===== src/rtl/id_eeprom_pkg.sv =====
package id_eeprom_pkg;

  typedef enum logic [2:0] {
    ST_IDLE,
    ST_DEV,
    ST_WORD,
    ST_WDATA,
    ST_ACK,
    ST_TX,
    ST_RACK
  } tgt_state_e;

  localparam logic [3:0] CODE_MAIN = 4'b1010;
  localparam logic [3:0] CODE_EXT  = 4'b1011;
  localparam logic [3:0] CODE_PROT = 4'b0110;
  localparam logic [2:0] SEL_REV   = 3'b001;

endpackage


===== src/rtl/id_line_sense.sv =====
module id_line_sense (
  input  logic clk,
  input  logic rst,
  input  logic scl_i,
  input  logic sda_i,
  output logic scl_rise,
  output logic scl_fall,
  output logic start_det,
  output logic stop_det
);

  logic scl_q;
  logic sda_q;

  always_ff @(posedge clk) begin
    if (rst) begin
      scl_q <= 1'b1;
      sda_q <= 1'b1;
    end else begin
      scl_q <= scl_i;
      sda_q <= sda_i;
    end
  end

  assign scl_rise  = scl_i & ~scl_q;
  assign scl_fall  = ~scl_i & scl_q;
  assign start_det = scl_i & scl_q & sda_q & ~sda_i;
  assign stop_det  = scl_i & scl_q & ~sda_q & sda_i;

endmodule


===== src/rtl/id_bram.sv =====
module id_bram #(
  parameter int AW = 8,
  parameter int DW = 8
) (
  input  logic          clk,
  input  logic          we,
  input  logic [AW-1:0] waddr,
  input  logic [DW-1:0] wdata,
  input  logic [AW-1:0] raddr,
  output logic [DW-1:0] rdata
);

  localparam int DEPTH = 1 << AW;

  logic [DW-1:0] mem [DEPTH];

  always_ff @(posedge clk) begin
    if (we) mem[waddr] <= wdata;
    rdata <= mem[raddr];
  end

endmodule


===== src/rtl/id_ext_rom.sv =====
module id_ext_rom #(
  parameter int AW       = 8,
  parameter int SN_BITS  = 128,
  parameter int EUI_BITS = 48,
  parameter int SN_BASE  = 'h80,
  parameter int EUI_BASE = 'h9A,
  parameter logic [SN_BITS-1:0]  SN_VALUE  = '0,
  parameter logic [EUI_BITS-1:0] EUI_VALUE = '0
) (
  input  logic          clk,
  input  logic [AW-1:0] addr,
  output logic [7:0]    q
);

  localparam int SN_BYTES  = SN_BITS / 8;
  localparam int EUI_BYTES = EUI_BITS / 8;

  function automatic logic [7:0] ext_lookup(input logic [AW-1:0] a_in);
    int a;
    a = int'(a_in);
    if (a >= SN_BASE && a < SN_BASE + SN_BYTES)
      return SN_VALUE[(SN_BYTES - 1 - (a - SN_BASE)) * 8 +: 8];
    else if (a >= EUI_BASE && a < EUI_BASE + EUI_BYTES)
      return EUI_VALUE[(EUI_BYTES - 1 - (a - EUI_BASE)) * 8 +: 8];
    else
      return 8'hFF;
  endfunction

  always_ff @(posedge clk) begin
    q <= ext_lookup(addr);
  end

endmodule


===== src/rtl/id_eeprom_target.sv =====
module id_eeprom_target #(
  parameter int ADDR_W   = 8,
  parameter int SN_BITS  = 128,
  parameter int EUI_BITS = 48,
  parameter int SN_BASE  = 'h80,
  parameter int EUI_BASE = 'h9A,
  parameter logic [SN_BITS-1:0]  SN_VALUE  = 128'h5A01_5A02_5A03_5A04_5A05_5A06_5A07_5A08,
  parameter logic [EUI_BITS-1:0] EUI_VALUE = 48'h02_00_5E_10_20_30
) (
  input  logic       clk,
  input  logic       rst,
  input  logic       scl_i,
  input  logic       sda_i,
  output logic       sda_pull_o,
  input  logic [2:0] dev_pins_i,
  input  logic       prot_perm_i,
  input  logic       prot_rev_i
);

  import id_eeprom_pkg::*;

  localparam int EXT_LAST = EUI_BASE + EUI_BITS / 8 - 1;
  localparam logic [ADDR_W-1:0] WRAP_FROM = ADDR_W'(EXT_LAST);
  localparam logic [ADDR_W-1:0] WRAP_TO   = ADDR_W'(SN_BASE);

  logic scl_rise, scl_fall, start_det, stop_det;

  tgt_state_e        state, ret_state;
  logic [6:0]        rx_sh;
  logic [7:0]        tx_sh;
  logic [3:0]        bit_cnt;
  logic              ack_ok;
  logic              ext_sel;
  logic              ctrl_ack;
  logic [ADDR_W-1:0] ptr;
  logic [7:0]        ram_q, rom_q, rd_byte, rx_byte;
  logic              ram_we, prot_any, rx_last;
  logic [ADDR_W-1:0] ptr_next;

  id_line_sense u_sense (
    .clk       (clk),
    .rst       (rst),
    .scl_i     (scl_i),
    .sda_i     (sda_i),
    .scl_rise  (scl_rise),
    .scl_fall  (scl_fall),
    .start_det (start_det),
    .stop_det  (stop_det)
  );

  id_bram #(.AW(ADDR_W), .DW(8)) u_array (
    .clk   (clk),
    .we    (ram_we),
    .waddr (ptr),
    .wdata (rx_byte),
    .raddr (ptr),
    .rdata (ram_q)
  );

  id_ext_rom #(
    .AW(ADDR_W), .SN_BITS(SN_BITS), .EUI_BITS(EUI_BITS),
    .SN_BASE(SN_BASE), .EUI_BASE(EUI_BASE),
    .SN_VALUE(SN_VALUE), .EUI_VALUE(EUI_VALUE)
  ) u_ident (
    .clk  (clk),
    .addr (ptr),
    .q    (rom_q)
  );

  assign rx_byte  = {rx_sh, sda_i};
  assign rd_byte  = ext_sel ? rom_q : ram_q;
  assign prot_any = prot_perm_i | prot_rev_i;
  assign rx_last  = scl_rise && (bit_cnt == 4'd7);
  assign ptr_next = (ext_sel && ptr == WRAP_FROM) ? WRAP_TO : ptr + 1'b1;
  assign ram_we   = (state == ST_WDATA) && rx_last && !ext_sel
                    && !(prot_any && !ptr[ADDR_W-1]);

  always_ff @(posedge clk) begin
    if (rst) begin
      state      <= ST_IDLE;
      ret_state  <= ST_IDLE;
      rx_sh      <= '0;
      tx_sh      <= '0;
      bit_cnt    <= '0;
      ack_ok     <= 1'b0;
      ext_sel    <= 1'b0;
      ctrl_ack   <= 1'b0;
      ptr        <= '0;
      sda_pull_o <= 1'b0;
    end else if (start_det) begin
      state      <= ST_DEV;
      bit_cnt    <= '0;
      sda_pull_o <= 1'b0;
    end else if (stop_det) begin
      state      <= ST_IDLE;
      sda_pull_o <= 1'b0;
    end else begin
      case (state)
        ST_DEV, ST_WORD, ST_WDATA: begin
          if (scl_rise) begin
            rx_sh   <= rx_byte[6:0];
            bit_cnt <= bit_cnt + 4'd1;
          end
          if (rx_last) begin
            ack_ok    <= 1'b0;
            ret_state <= ST_IDLE;
            if (state == ST_DEV) begin
              if (rx_byte[3:1] == dev_pins_i &&
                  (rx_byte[7:4] == CODE_MAIN || rx_byte[7:4] == CODE_EXT)) begin
                ack_ok    <= 1'b1;
                ext_sel   <= (rx_byte[7:4] == CODE_EXT);
                ret_state <= rx_byte[0] ? ST_TX : ST_WORD;
              end else if (rx_byte[7:4] == CODE_PROT && rx_byte[0]) begin
                if (rx_byte[3:1] == SEL_REV)         ack_ok <= ~prot_rev_i;
                else if (rx_byte[3:1] == dev_pins_i) ack_ok <= ~prot_perm_i;
              end
            end else if (state == ST_WORD) begin
              ptr       <= rx_byte[ADDR_W-1:0];
              ack_ok    <= 1'b1;
              ret_state <= ST_WDATA;
            end else begin
              ack_ok    <= !ext_sel;
              ret_state <= ST_WDATA;
              if (!ext_sel) ptr <= ptr + 1'b1;
            end
          end else if (scl_fall && bit_cnt == 4'd8) begin
            if (ack_ok) begin
              sda_pull_o <= 1'b1;
              state      <= ST_ACK;
            end else begin
              state      <= ST_IDLE;
            end
          end
        end
        ST_ACK: begin
          if (scl_fall) begin
            bit_cnt <= '0;
            state   <= ret_state;
            if (ret_state == ST_TX) begin
              tx_sh      <= {rd_byte[6:0], 1'b0};
              sda_pull_o <= ~rd_byte[7];
              bit_cnt    <= 4'd1;
              ptr        <= ptr_next;
            end else begin
              sda_pull_o <= 1'b0;
            end
          end
        end
        ST_TX: begin
          if (scl_fall) begin
            if (bit_cnt == 4'd8) begin
              sda_pull_o <= 1'b0;
              state      <= ST_RACK;
            end else begin
              sda_pull_o <= ~tx_sh[7];
              tx_sh      <= {tx_sh[6:0], 1'b0};
              bit_cnt    <= bit_cnt + 4'd1;
            end
          end
        end
        ST_RACK: begin
          if (scl_rise) ctrl_ack <= ~sda_i;
          if (scl_fall) begin
            if (ctrl_ack) begin
              tx_sh      <= {rd_byte[6:0], 1'b0};
              sda_pull_o <= ~rd_byte[7];
              bit_cnt    <= 4'd1;
              ptr        <= ptr_next;
              state      <= ST_TX;
            end else begin
              state      <= ST_IDLE;
            end
          end
        end
        default: ;
      endcase
    end
  end

endmodule


===== config.mk =====
export PLATFORM = sky130hd
export DESIGN_NAME = id_eeprom_target
export DESIGN_NICKNAME = d
export VERILOG_FILES = /design/src/rtl/id_eeprom_pkg.sv /design/src/rtl/id_line_sense.sv /design/src/rtl/id_bram.sv /design/src/rtl/id_ext_rom.sv /design/src/rtl/id_eeprom_target.sv
export SDC_FILE = /design/constraint.sdc
export NUM_CORES = 2
export LEC_CHECK = 0
export BUFFER_PORTS_ARGS = -buffer_cell sky130_fd_sc_hd__buf_2
export CORE_UTILIZATION = 35
export DETAILED_ROUTE_END_ITERATION = 7
export GPL_ROUTABILITY_DRIVEN = 0
export PLACE_DENSITY_LB_ADDON = 0.2
export SYNTH_ARGS = -nofsm -noshare
export SYNTH_HDL_FRONTEND = slang
export SYNTH_HIERARCHICAL = 1
export SYNTH_SLANG_ARGS = --single-unit

===== constraint.sdc =====
create_clock -name clk -period 4.65 [get_ports clk]
set_clock_uncertainty 0.05 [all_clocks]
set_input_delay 0.93 -clock clk [delete_from_list [all_inputs] [get_ports clk]]
set_output_delay 0.93 -clock clk [all_outputs]
set_load 0.02 [all_outputs]

; ---- Yosys cells after proc, flatten, opt, wreduce, memory -nomap -nowiden
; Memories as Yosys holds them, arrays and structs flattened. A register that Yosys moved wholly into a read port is not among the register bits.
; Cells that the tools add are included.
[classes]
reduce_logical = 32
n_eq_ne = 35
shift = 2
add_sub_neg = 6
bitwise_logic = 18
muxes = 60
order_cmp = 4
[op_table]
columns = op, count
row1 = two-way mux 8 bit, 18
row2 = "indexed part select 128 x 32 -> 8 bit, first input constant", 1
row3 = case mux 8 bit (3 select lines), 2
row4 = "indexed part select 48 x 32 -> 8 bit, first input constant", 1
row5 = two-way mux 3 bit, 11
row6 = "subtractor 4 x 29 -> 29 bit, first input constant", 1
row7 = "subtractor 5 x 29 -> 29 bit, first input constant", 1
row8 = "!= test 2 bit, second input constant", 13
row9 = two-way mux 4 bit, 6
row10 = "!= test 4 bit, second input constant", 6
row11 = two-way mux 1 bit, 20
row12 = "subtractor 8 x 8 -> 9 bit, second input constant", 2
row13 = "greater-or-equal comparator 8 bit, second input constant", 2
row14 = "less-than comparator 8 bit, second input constant", 2
row15 = case mux 4 bit (4 select lines), 1
row16 = AND reduction 8 bit, 2
row17 = AND reduction 7 bit, 2
row18 = "equality test 3 bit, second input constant", 4
row19 = "equality test 4 bit, second input constant", 3
row20 = case mux 3 bit (4 select lines), 1
row21 = AND reduction 4 bit, 3
row22 = logical AND 1 bit, 11
row23 = inverter 1 bit, 10
row24 = AND reduction 10 bit, 1
row25 = 20 further kinds, 33
[totals]
n_memories = 1
regBits = 47
input_bits = 9
wordCells = 172
mem_bits_rw = 2048
[memory_table]
columns = memory, depth, word_bits, read_ports, rd_ports_with_merged_regs, write_ports, line
row1 = u_array.mem, 256, 8, 1, 1, 1, id_bram.sv:15  ; logic [DW-1:0] mem [DEPTH];

; ---- Depth between registers and ports, before layout
[logic_depth]
word_depth = 8
mapped_depth = 11
mapped_depth_nobuf = 7

; ---- By module
; The synthesis kept the hierarchy.
[modules_own_cells]
columns = module, seq_area_each_um2, instances, area_each_um2, cells_per_inst
row1 = id_bram, 61659.1, 1, 79556.3, 3733
row2 = id_eeprom_target, 720.7, 1, 2238.4, 272
row3 = id_ext_rom, 160.2, 1, 541.8, 62
row4 = id_line_sense, 40.0, 1, 85.1, 8

; ---- Least setup slack after synthesis
; No wires, ideal clock.
[synth_timing]
kind = reg-to-reg
start = register rx_sh[0]
end = register ext_sel
period_less_slack_ns = 5.005
slack_ns = -0.355
required_ns = 4.520
path_stages_with_launch = 5
n_path_buf = 0
arrival_time_ns = 4.875
setup_ns = 0.080
cell_sequence = dfxtp_1 > xor2_1 > nor4_1 > nand3_1 > a21oi_1
[synth_via]
elab_chain_cells = 3
[synth_lines]
columns = element, line
row1 = start: declaration, id_eeprom_target.sv:29  ; logic [6:0] rx_sh;
row2 = start signal: assignment, id_eeprom_target.sv:101  ; rx_sh <= rx_byte[6:0];
row3 = equality test 3 bit, id_eeprom_target.sv:108  ; if (rx_byte[3:1] == dev_pins_i &&
row4 = logical AND 1 bit, id_eeprom_target.sv:108
row5 = AND reduction 6 bit (no source line), -
row6 = end signal: assignment, id_eeprom_target.sv:111  ; ext_sel <= (rx_byte[7:4] == CODE_EXT);
row7 = end: declaration, id_eeprom_target.sv:33  ; logic ext_sel;
; No other way between the ends.
; A chain may end at the register's enable or synchronous reset.

==> metrics.txt <==
Max VDD drop just under 300 uV; cell count after synthesis 4075; clk_lat worst skew roughly 0.85 ns; FF-to-FF Start ptr[0]; synthesis-stage register bit count around 2100; Post-Route WL 221 mm; final net count ~4500; sequential cell area fraction in the yosys report 75.9%; die area ~240000 um^2; Hold Crit Start scl_i; # port buffers 9; vias in the first global route 42300; Setup Viol. Count Final 0; ys async rst share 0%; Hold Fails Final Rpt 0; Ys Warns 6; fraction of final layout cells with drive strength greater than 1 between 20% and 30%; status completed; largest net degree at the start of global routing 170; Hold Path Class input pin to flop; Min-Delay Path Depth 2; R2R Path End u_array/rdata[7]; post-cts resize count 0; TritonRoute pass-1 iters 8; remaining global-route overflow 0; Final period util about nine tenths; post-route cell area 95200 um^2; startpoint types flop; Top FF cell, synth edfxtp_1; Syn Nets 4090; worst-case clock buffer depth 3; Worst R2R Path Depth 7; initial antenna violation count 11; cell row count around 180; DIE WIDTH ~490 um; Max Slew Vio Count 0; CTS sink count 2102; Synth area leaders edfxtp_1 75%, mux4_2 12%, mux2i_1 1.9%, nor2_1 1.5%, dfxtp_1 1.3%; most frequent cells in the layout 2048 x edfxtp_1, 454 x mux4_2, 371 x buf_4; Hold EP u_sense/scl_q; R2R setup slack 0.47 ns; first-pass GRT wire length 316 mm; fillers ~21000; final routed DRC violation total 0; dpl hpwl 136 mm; first-iteration detailed-routing DRC count around 4300; commonest non-fill, non-tap cell in the layout edfxtp_1; Netlist cell types 91; headroom to the max-slew limit 19.4%; DR vias/cell around 5.4; cts hold-fix bufs 0; H-tree Lvls 4; Worst Tran Pin Value around 1.2 ns; CTS Buf Count roughly 210; cell taking the most area after synthesis edfxtp_1; type of the worst setup path flop to flop; Setup TNS 0 ns; Max Cap Viol 0; Avg Cell Area, Syn about 20 um^2; crit path DAT between 4 and 5 ns; Final Critical Period 4.18 ns; Post-Syn Area 82400 um^2; Wirelength per Cell 28.5 um; P&R area growth vs syn 15.5%; Pwr Density 392 nW/um^2; top-area cell type share of the netlist area between 70% and 80%; Total Routing Usage GR a little under a fifth; crit-path max FO 48; core area roughly 230000 um^2; Initial Util between 30% and 40%; # IOs 10; clk slew on worst S/H paths ~0.060 ns; CP Capture Type flop; RSZ-0062 raised after global routing false; f_max about 240 MHz; vias 41800; Antenna Violating Nets Remaining 0; critical path required time approximately 5.3 ns; CTS tree built; Chip Height roughly 500 um; Post-CTS Setup Bufs 0; leakage roughly 27 nW; clk root buf clkbuf_16; DP Area ~90000 um^2; Post-synth EDFFs about 2000
sequential cells by signal (all words and copies together), names as in the netlist:
signal / flops
ret_state: 3
ext_sel: 1
ack_ok: 1
ctrl_ack: 1
u_array/rdata: 8
state: 3
ptr: 8
u_array/mem: 2048
bit_cnt: 4
sda_pull_o: 1
u_sense/scl_q: 1
rx_sh: 7
u_sense/sda_q: 1
tx_sh: 7
u_ident/q: 8
synth_stat cells (all sizes together) (3+ instances only):
cell type  instances
ha                 6
nor3              30
o22ai             28
o21ai             32
dfxtp             54
o221ai            50
nor4              31
or2               10
clkbuf           118
o22a               5
xnor2              4
nor2             322
nor3b              5
or4                4
edfxtp          2048
buf              133
nand4             11
or2b               3
nor2b             37
a22o               8
xor2               4
inv               18
a22oi            134
a31oi              3
a211oi            25
a221oi            17
nand2b            13
or3b               6
or3                3
and3b              3
nor4b              4
nand3b            11
a2111oi            7
and2               7
o32ai              5
o211ai            11
nand3             42
mux4             456
mux2i            158
a21oi            119
nand2             55
cell type report:
type                       count  area (um^2)  share of cell area, %
sequential                  2102        62600                   65.8
multi-input combinational   1703        18300                   19.3
clock buffer                 275         5630                   5.91
tap                         3132         3920                   4.12
timing repair buffer         408         3400                   3.57
clock inverter               126         1210                   1.27
inverter                      19         71.3                 0.0749
antenna                        2         5.00                0.00526
stage by stage:
step           util (%)  power [W]  worst slack [ns]  std cells  hold slack [ns]
2_1_floorplan         -     0.0209             0.255       4075            0.405
3_3_place_gp       37.8     0.0210             0.334       7364            0.425
3_5_place_dp       37.8     0.0210             0.343       7364            0.432
4_1_cts            40.8     0.0377             0.332       7765            0.197
5_1_grt            40.8     0.0384             0.300       7766            0.251
6_report           40.8     0.0374             0.467       7767            0.275
worst max-delay path by stage:
stage | start | end | cells past startpoint | slack, ns
floorplan | rx_sh[5] | ack_ok | 3 | 0.26
global placement | ptr[0] | u_array/rdata[7] | 7 | 0.33
detailed placement | ptr[0] | u_array/rdata[7] | 7 | 0.34
CTS | ptr[0] | u_array/rdata[7] | 7 | 0.33
global route | ptr[0] | u_array/rdata[7] | 7 | 0.30
finish | ptr[0] | u_array/rdata[7] | 7 | 0.47
where the power goes:
group	switching [W]	internal, W	total [W]
Clock	0.00727	0.00950	0.0168
Sequential	0.00000367	0.0205	0.0205
Combinational	0.0000710	0.0000163	0.0000873
Total	0.00734	0.0300	0.0374
cells by family (layout without fill, tap and decap cells):
group / count (synthesis) / after routing / share of synthesized area (%)
multiplexers: 616 / 616 / 14.4
buffers and inverters: 270 / 828 / 1.97
other: 0 / 2 / 0
XOR/XNOR: 8 / 8 / 0.0850
flip-flops: 2102 / 2102 / 75.9
AO/OA/AOI/OAI: 466 / 466 / 4.01
adder cells (fa/ha/maj): 6 / 6 / 0.0911
AND/OR/NAND/NOR: 607 / 607 / 3.51
per-layer routing:
metal,share of wire (%),global-route usage (%),up-vias
met2,47,29.3,1316
met5,0.0086,0,-
met3,6.1,3.21,304
met1,44,26.5,22500
li1,-,-,17700
met4,2.5,5.24,2
worst max-delay path: stages (launching register included):
cell and delay, ns:
dfxtp_4 1.07, buf_12 0.40, mux4_2 0.57, nor2b_1 0.14, a211oi_1 0.37, nor3_1 0.14
nor4_1 1.05, nor4_1 0.08
Power figures use the tool's default switching activity.
